[src/rtl/scsi_fe_pkg.sv]
package scsi_fe_pkg;

    // Fixed slot indices (the behaviour of each slot depends on its index)
    localparam int SLOT_TC_LO   = 0;
    localparam int SLOT_TC_HI   = 1;
    localparam int SLOT_CMD     = 3;
    localparam int SLOT_STAT    = 4;
    localparam int SLOT_INTR    = 5;
    localparam int SLOT_SEQ     = 6;
    localparam int SLOT_CFG     = 8;
    localparam int SLOT_MASKED  = 11;
    localparam int SLOT_DIR_LO  = 12;
    localparam int SLOT_VARIANT = 14;

    // Bit positions and byte codes
    localparam int CMD_DMA_BIT    = 7;
    localparam int CFG_BRST_QUIET = 6;

    localparam logic [7:0] VARIANT_ID     = 8'h04;
    localparam logic [7:0] MASK_SLOT11    = 8'h15;
    localparam logic [7:0] STAT_TC        = 8'h10;
    localparam logic [7:0] STAT_ACK_CLR   = 8'hE0;
    localparam logic [7:0] INTR_FUNC_DONE = 8'h08;
    localparam logic [7:0] INTR_DISCON    = 8'h20;
    localparam logic [7:0] INTR_BUS_RST   = 8'h80;

    typedef enum logic [3:0] {
        CK_NOP,
        CK_FLUSH,
        CK_CHIPRST,
        CK_BUSRST,
        CK_XFER,
        CK_CMPLSEQ,
        CK_MSGACC,
        CK_SELATN,
        CK_SELSTOP,
        CK_UNKNOWN
    } cmd_kind_t;

    typedef enum logic {
        IRQ_QUIET,
        IRQ_RAISED
    } irq_state_t;

endpackage

[src/rtl/scsi_fe_addr_dec.sv]
module scsi_fe_addr_dec #(
    parameter int ADDR_W = 8,
    parameter int IDX_W  = 4
) (
    input  logic [ADDR_W-1:0] addr,
    output logic [IDX_W-1:0]  idx
);
    // Slots sit on four-byte strides; the upper address bits alias.
    localparam int HI_BIT = IDX_W + 1;

    always_comb begin
        idx = addr[HI_BIT:2];
    end
endmodule

[src/rtl/scsi_fe_cmd_dec.sv]
module scsi_fe_cmd_dec #(
    parameter int DATA_W = 8
) (
    input  logic [DATA_W-1:0]          cmd,
    output scsi_fe_pkg::cmd_kind_t     kind,
    output logic                       dma_sel
);
    import scsi_fe_pkg::*;

    always_comb begin
        dma_sel = cmd[CMD_DMA_BIT];
        unique case (cmd[6:0])
            7'h00:   kind = CK_NOP;
            7'h01:   kind = CK_FLUSH;
            7'h02:   kind = CK_CHIPRST;
            7'h03:   kind = CK_BUSRST;
            7'h10:   kind = CK_XFER;
            7'h11:   kind = CK_CMPLSEQ;
            7'h12:   kind = CK_MSGACC;
            7'h42:   kind = CK_SELATN;
            7'h43:   kind = CK_SELSTOP;
            default: kind = CK_UNKNOWN;
        endcase
    end
endmodule

[src/rtl/scsi_fe_irq_fsm.sv]
module scsi_fe_irq_fsm (
    input  logic clk,
    input  logic rst_n,
    input  logic raise,
    input  logic ack,
    input  logic kill,
    output logic irq
);
    import scsi_fe_pkg::*;

    irq_state_t state_q, state_d;

    // Next state: kill beats raise, raise beats ack.
    always_comb begin
        state_d = state_q;
        unique case (state_q)
            IRQ_QUIET: begin
                if (!kill && raise) state_d = IRQ_RAISED;
            end
            IRQ_RAISED: begin
                if (kill)          state_d = IRQ_QUIET;
                else if (raise)    state_d = IRQ_RAISED;
                else if (ack)      state_d = IRQ_QUIET;
            end
            default: state_d = IRQ_QUIET;
        endcase
    end

    // State register
    always_ff @(posedge clk) begin
        if (!rst_n) state_q <= IRQ_QUIET;
        else        state_q <= state_d;
    end

    // Output
    always_comb begin
        irq = (state_q == IRQ_RAISED);
    end
endmodule

[src/rtl/scsi_fe_action_out.sv]
module scsi_fe_action_out (
    input  logic                   clk,
    input  logic                   rst_n,
    input  logic                   fire,
    input  scsi_fe_pkg::cmd_kind_t kind,
    output logic                   xfer_start,
    output logic                   sel_atn,
    output logic                   sel_atn_stop,
    output logic                   resp_start
);
    import scsi_fe_pkg::*;

    always_ff @(posedge clk) begin
        if (!rst_n) begin
            xfer_start   <= 1'b0;
            sel_atn      <= 1'b0;
            sel_atn_stop <= 1'b0;
            resp_start   <= 1'b0;
        end else begin
            xfer_start   <= fire && (kind == CK_XFER);
            sel_atn      <= fire && (kind == CK_SELATN);
            sel_atn_stop <= fire && (kind == CK_SELSTOP);
            resp_start   <= fire && ((kind == CK_CMPLSEQ) || (kind == CK_MSGACC));
        end
    end
endmodule

[src/rtl/scsi_reg_front.sv]
module scsi_reg_front #(
    parameter int ADDR_W = 8,
    parameter int DATA_W = 8,
    parameter int NREG   = 16
) (
    input  logic              clk,
    input  logic              rst_n,
    input  logic [ADDR_W-1:0] bus_addr,
    input  logic              bus_wr,
    input  logic              bus_rd,
    input  logic [DATA_W-1:0] bus_wdata,
    output logic [DATA_W-1:0] bus_rdata,
    output logic              irq,
    output logic              dma_mode,
    output logic              xfer_start,
    output logic              sel_atn,
    output logic              sel_atn_stop,
    output logic              resp_start,
    input  logic              eng_report,
    input  logic [DATA_W-1:0] eng_status,
    input  logic [DATA_W-1:0] eng_intr,
    input  logic [DATA_W-1:0] eng_seq
);
    import scsi_fe_pkg::*;

    localparam int IDX_W = $clog2(NREG);

    localparam logic [IDX_W-1:0] I_TCLO = IDX_W'(SLOT_TC_LO);
    localparam logic [IDX_W-1:0] I_TCHI = IDX_W'(SLOT_TC_HI);
    localparam logic [IDX_W-1:0] I_CMD  = IDX_W'(SLOT_CMD);
    localparam logic [IDX_W-1:0] I_STAT = IDX_W'(SLOT_STAT);
    localparam logic [IDX_W-1:0] I_INTR = IDX_W'(SLOT_INTR);
    localparam logic [IDX_W-1:0] I_SEQ  = IDX_W'(SLOT_SEQ);
    localparam logic [IDX_W-1:0] I_CFG  = IDX_W'(SLOT_CFG);
    localparam logic [IDX_W-1:0] I_MSK  = IDX_W'(SLOT_MASKED);
    localparam logic [IDX_W-1:0] I_DIR  = IDX_W'(SLOT_DIR_LO);
    localparam logic [IDX_W-1:0] I_VAR  = IDX_W'(SLOT_VARIANT);

    localparam logic [DATA_W-1:0] D_VARIANT = DATA_W'(VARIANT_ID);
    localparam logic [DATA_W-1:0] D_MASK11  = DATA_W'(MASK_SLOT11);
    localparam logic [DATA_W-1:0] D_TC      = DATA_W'(STAT_TC);
    localparam logic [DATA_W-1:0] D_ACKCLR  = DATA_W'(STAT_ACK_CLR);
    localparam logic [DATA_W-1:0] D_FDONE   = DATA_W'(INTR_FUNC_DONE);
    localparam logic [DATA_W-1:0] D_DISC    = DATA_W'(INTR_DISCON);
    localparam logic [DATA_W-1:0] D_BRST    = DATA_W'(INTR_BUS_RST);

    // Register banks
    logic [DATA_W-1:0] rbank [NREG];
    logic [DATA_W-1:0] wbank [NREG];
    logic [DATA_W-1:0] rnext [NREG];
    logic [DATA_W-1:0] wnext [NREG];
    logic              dma_q, dma_next;

    // Decode
    logic [IDX_W-1:0] idx;
    cmd_kind_t        kind;
    logic             dma_sel;

    scsi_fe_addr_dec #(
        .ADDR_W (ADDR_W),
        .IDX_W  (IDX_W)
    ) u_adec (
        .addr (bus_addr),
        .idx  (idx)
    );

    scsi_fe_cmd_dec #(
        .DATA_W (DATA_W)
    ) u_cdec (
        .cmd     (bus_wdata),
        .kind    (kind),
        .dma_sel (dma_sel)
    );

    logic cmd_wr, intr_ack, chip_rst, brst_raise, irq_raise;

    always_comb begin
        cmd_wr     = bus_wr && (idx == I_CMD);
        intr_ack   = bus_rd && (idx == I_INTR);
        chip_rst   = cmd_wr && (kind == CK_CHIPRST);
        brst_raise = cmd_wr && (kind == CK_BUSRST) && !wbank[I_CFG][CFG_BRST_QUIET];
        irq_raise  = eng_report || brst_raise;
    end

    scsi_fe_irq_fsm u_irq (
        .clk   (clk),
        .rst_n (rst_n),
        .raise (irq_raise),
        .ack   (intr_ack),
        .kill  (chip_rst),
        .irq   (irq)
    );

    scsi_fe_action_out u_act (
        .clk          (clk),
        .rst_n        (rst_n),
        .fire         (cmd_wr),
        .kind         (kind),
        .xfer_start   (xfer_start),
        .sel_atn      (sel_atn),
        .sel_atn_stop (sel_atn_stop),
        .resp_start   (resp_start)
    );

    // Next-state of both banks. Order of precedence within one cycle:
    // read acknowledge, CPU slot write, engine report, command effects.
    always_comb begin
        rnext    = rbank;
        wnext    = wbank;
        dma_next = dma_q;

        if (intr_ack) begin
            rnext[I_STAT] = rbank[I_STAT] & ~D_ACKCLR;
        end

        if (bus_wr) begin
            wnext[idx] = bus_wdata;
            if ((idx == I_TCLO) || (idx == I_TCHI)) begin
                rnext[I_STAT] = rnext[I_STAT] & ~D_TC;
            end else if ((idx == I_CFG) || (idx >= I_DIR)) begin
                rnext[idx] = bus_wdata;
            end else if (idx == I_MSK) begin
                rnext[idx] = bus_wdata & D_MASK11;
            end
        end

        if (eng_report) begin
            rnext[I_STAT] = eng_status;
            rnext[I_INTR] = eng_intr;
            rnext[I_SEQ]  = eng_seq;
        end

        if (cmd_wr) begin
            rnext[I_CMD] = bus_wdata;
            dma_next     = dma_sel;
            if (dma_sel) begin
                rnext[I_TCLO] = wbank[I_TCLO];
                rnext[I_TCHI] = wbank[I_TCHI];
            end
            unique case (kind)
                CK_FLUSH: begin
                    rnext[I_INTR] = D_FDONE;
                    rnext[I_SEQ]  = '0;
                end
                CK_BUSRST: begin
                    rnext[I_INTR] = D_BRST;
                end
                CK_MSGACC: begin
                    rnext[I_INTR] = D_DISC;
                    rnext[I_SEQ]  = '0;
                end
                CK_CHIPRST: begin
                    for (int i = 0; i < NREG; i++) begin
                        rnext[i] = '0;
                        wnext[i] = '0;
                    end
                    rnext[I_VAR] = D_VARIANT;
                    wnext[I_CMD] = bus_wdata;
                    dma_next     = 1'b0;
                end
                default: begin
                end
            endcase
        end
    end

    // Bank registers and read data
    always_ff @(posedge clk) begin
        if (!rst_n) begin
            for (int i = 0; i < NREG; i++) begin
                rbank[i] <= '0;
                wbank[i] <= '0;
            end
            rbank[I_VAR] <= D_VARIANT;
            dma_q        <= 1'b0;
            bus_rdata    <= '0;
        end else begin
            for (int i = 0; i < NREG; i++) begin
                rbank[i] <= rnext[i];
                wbank[i] <= wnext[i];
            end
            dma_q <= dma_next;
            if (bus_rd) begin
                bus_rdata <= rbank[idx];
            end
        end
    end

    always_comb begin
        dma_mode = dma_q;
    end
endmodule

[config.mk]
export PLATFORM = sky130hd
export DESIGN_NAME = scsi_reg_front
export DESIGN_NICKNAME = d
export VERILOG_FILES = /design/src/rtl/scsi_fe_pkg.sv /design/src/rtl/scsi_fe_addr_dec.sv /design/src/rtl/scsi_fe_cmd_dec.sv /design/src/rtl/scsi_fe_irq_fsm.sv /design/src/rtl/scsi_fe_action_out.sv /design/src/rtl/scsi_reg_front.sv
export SDC_FILE = /design/constraint.sdc
export NUM_CORES = 1
export LEC_CHECK = 0
export ABC_AREA = 1
export CAP_MARGIN = 20
export CORE_MARGIN = 1.5
export CORE_UTILIZATION = 39
export DETAILED_ROUTE_END_ITERATION = 16
export DONT_BUFFER_PORTS = 1
export PLACE_DENSITY = 0.49
export SLEW_MARGIN = 5
export SYNTH_ARGS = -nofsm -noshare
export SYNTH_HDL_FRONTEND = slang
export SYNTH_HIERARCHICAL = 1
export SYNTH_SLANG_ARGS = --single-unit
[constraint.sdc]
create_clock -name clk -period 3.2 [get_ports clk]
set_input_delay 0.48 -clock clk [delete_from_list [all_inputs] [get_ports clk]]
set_output_delay 0.48 -clock clk [all_outputs]
set_load 0.01 [all_outputs]
==> flow_metrics.tcl <==
set metrics [dict create \
    outcome "finished clean" \
    hold_ws_ns 0.1962 \
    cts_buffer_depth 2 \
    timing.hold.worst_endpoint "rbank[78]" \
    grt_max_degree 73 \
    slowest_delay_ns 0.29 \
    cts_resized 0 \
    r2r_end "bus_rdata[1]" \
    antenna_left 0 \
    power.density_mw_per_mm2 571.6 \
    wirelength_um 19250 \
    p_leak_nw 3.331 \
    grt_pass1_wl_um 30900 \
    finalSetupTns_ns 0 \
    max-vdd-ir-drop_mv 0.4329 \
    worstMarginPinSlew_ns 0.7971 \
    vias_per_cell 4.823 \
    synth-simple-area-share_pct 31.17 \
    synth_area_leaders "dfxtp_1 45%, nand2_1 19%, a21oi_1 5.9%" \
    gp_congestion 0.8035 \
    grt_setup_unrepaired "false" \
    cts-buffers-inserted 17 \
    hold_start "eng_report" \
    synth-seq-area-share_pct 44.58 \
    rows 49 \
    hp-class "in2reg" \
    cp_slowest_cell "buf_12" \
    finClkSkew_ns 0.006598 \
    required_ns 3.47 \
    start_util_pct 39.75 \
    synth.distinct_cells 33 \
    gr-usage-all-layers_pct 20.65 \
    grt.overflow.total 0 \
    r2r_cells 8 \
    cts_root_buf "clkbuf_16" \
    drive_above_1_share_pct 7.393 \
    cp-end-kind "register" \
    die_x_um 138.3 \
    synth_compound_area_share_pct 13.83 \
    yosys_register_bits 159 \
    cp_data_arrival_time_ns 2.24 \
    synth_area_mm2 0.007141 \
    dieArea_mm2 0.01913 \
    period_minus_slack_ns 1.970 \
    synth_xor_area_share_pct 0 \
    r2r_start "rbank[121]" \
    cts_tree "done" \
    n_antenna_cell 0 \
    syn_inst 1046 \
    post-route-period-util_pct 61.57 \
    ctsHoldBuffers 0 \
    ios 59 \
    die_y_um 138.3 \
    synth_top_area_share_pct 44.58 \
    port_buffers 0 \
    first_iter_violations 306 \
    core_mm2 0.01796 \
    drcViolationCount 0 \
    post-cts-setup-buffers 0 \
    antenna_found_initial 0 \
    post_synth.cell_area_avg_um2 6.827 \
    worstSkewPairLatency_ns 0.42 \
    hold_viol 0 \
    maxSlewHeadroom_pct 46.80 \
    drv_slew 0 \
    htree_levels 4 \
    crit_type "in2reg" \
    fmax_mhz 507.6 \
    synthToLayoutAreaGrowth_pct 9.427 \
    fin_nets 1061 \
    synth-adder-area-share_pct 0 \
    clock-sinks 159 \
    yosysWarningCount 6 \
    muxShareOfSynthArea_pct 0.4205 \
    dr.pass1.iters 5 \
    vias 6062 \
    path_cells "inv_1, nand2_1, nor3_2, inv_1, o211ai_1, buf_4, nand3_1, nor2_2, nand2_1, nand2_2, buf_12, nor3b_1" \
    maxCapViolations 0 \
    wl_per_cell_um 15.31 \
    grt_pass1_vias 5645 \
    nFillCells 1936 \
    min_path_cells 2 \
    synth_top_family_by_area "simple AND/OR/NAND/NOR gates" \
    yosysTopAreaCell "dfxtp_1" \
    syn_nets 1091 \
    r2r_slack_ns 2.00 \
    setup_viol 0 \
    hpwlAfterDp_um 12370 \
    path_max_fanout 65 \
    start_kind "input pin" \
    clkTransAtPathRegs_ns 0.06 \
]
## per-layer routing
layer  global-route usage (%)  wire length (um)
met5                        0                 0
met4                    4.875               199
met1                    29.23              9833
met3                    4.364               686
met2                    32.18              8527
## state kept, by name, summed over array words and instances, names as in the netlist
signal              cells
rbank                 128
wbank                  17
bus_rdata               8
dma_mode                1
u_act/resp_start        1
u_act/sel_atn           1
u_act/sel_atn_stop      1
u_act/xfer_start        1
u_irq/irq               1
## cell usage in the layout, fill, tap and decap left out, types with 2 or more instances in the layout
master,instances
a211oi_1,15
a21oi_1,84
a31oi_1,2
buf_12,2
buf_4,8
bufinv_16,4
clkbuf_1,4
clkbuf_16,17
clkbuf_8,5
dfxtp_1,159
inv_1,87
inv_2,9
mux2i_1,3
nand2_1,363
nand2_2,8
nand3_1,22
nand3_2,3
nand3b_1,3
nand4_1,2
nor2_1,112
nor2_2,7
nor2_4,3
nor3_1,8
nor3b_1,5
o21ai_0,76
o21ai_1,2
o22ai_1,3
or2_2,4
## logic make-up (layout without fill, tap and decap cells)
group / after synthesis / after routing
AOI/OAI and AO/OA: 185 / 185
buffers and inverters: 156 / 138
DFF: 159 / 159
muxes: 3 / 3
and+or+nand+nor: 543 / 543
## per-stage QoR
step / util (%) / std cells / instance area, um^2 / worst slack, ns / total power, mW
global placement: 39.97 / 1226 / 7179 / 0.8057 / 2.337
finish: 43.50 / 1257 / 7814 / 1.230 / 4.466
detailed placement: 39.97 / 1226 / 7179 / 0.8046 / 2.338
global route: 43.50 / 1257 / 7814 / 1.020 / 4.646
CTS: 43.50 / 1257 / 7814 / 1.239 / 4.520
floorplan: - / 1046 / 7141 / 1.052 / 2.313
## how the worst max path moves through the flow
stage	from	endpoint	slack, ns
floorplan	bus_wdata[3]	rbank[106]	1.05
global placement	bus_wdata[2]	rbank[33]	0.81
detailed placement	bus_wdata[2]	rbank[33]	0.80
CTS	bus_wdata[2]	rbank[38]	1.24
global route	bus_wdata[3]	rbank[35]	1.02
finish	bus_wdata[2]	rbank[38]	1.23
## report_power, final
part / internal, mW / total (mW) / switching (mW)
combinational: 0.0759 / 0.245 / 0.169
clock: 1.41 / 2.17 / 0.766
sequential: 2.03 / 2.05 / 0.0244
total: 3.51 / 4.47 / 0.959
## critical path: cells and delay by family
family	cells	cell delay [ns]
simple gates	7	1.07
compound gates	1	0.08
buf+inv	4	0.57
## Yosys cell counts
master / number
nand2_2: 7
a211oi_1: 15
nor2_2: 7
nand4_2: 1
nor3_1: 8
nand3_2: 3
a21oi_1: 84
a21oi_4: 1
nand3_1: 22
clkinv_1: 1
inv_1: 87
buf_4: 17
nand4_1: 2
nor2_1: 112
buf_6: 6
mux2i_1: 3
nor3_2: 1
a21oi_2: 1
nor3b_1: 5
o22ai_1: 3
o21ai_1: 2
or2_2: 4
inv_2: 9
nor2_4: 3
nand2_1: 364
o21ai_0: 76
nand3_4: 1
clkbuf_1: 20
dfxtp_1: 159
buf_2: 16
a31oi_1: 2
o211ai_1: 1
nand3b_1: 3
## layout make-up
cell class	count	area, um^2	area share [%]
clock buffers	26	509.2	6.517
clock inverters	5	125.1	1.601
inverters	97	364.1	4.660
multi-input cells	731	3246	41.54
flip-flops and latches	159	3183	40.74
well taps	229	286.5	3.667
repair buffers	10	100.1	1.281
Note: power is estimated with default switching activity, not from simulation.
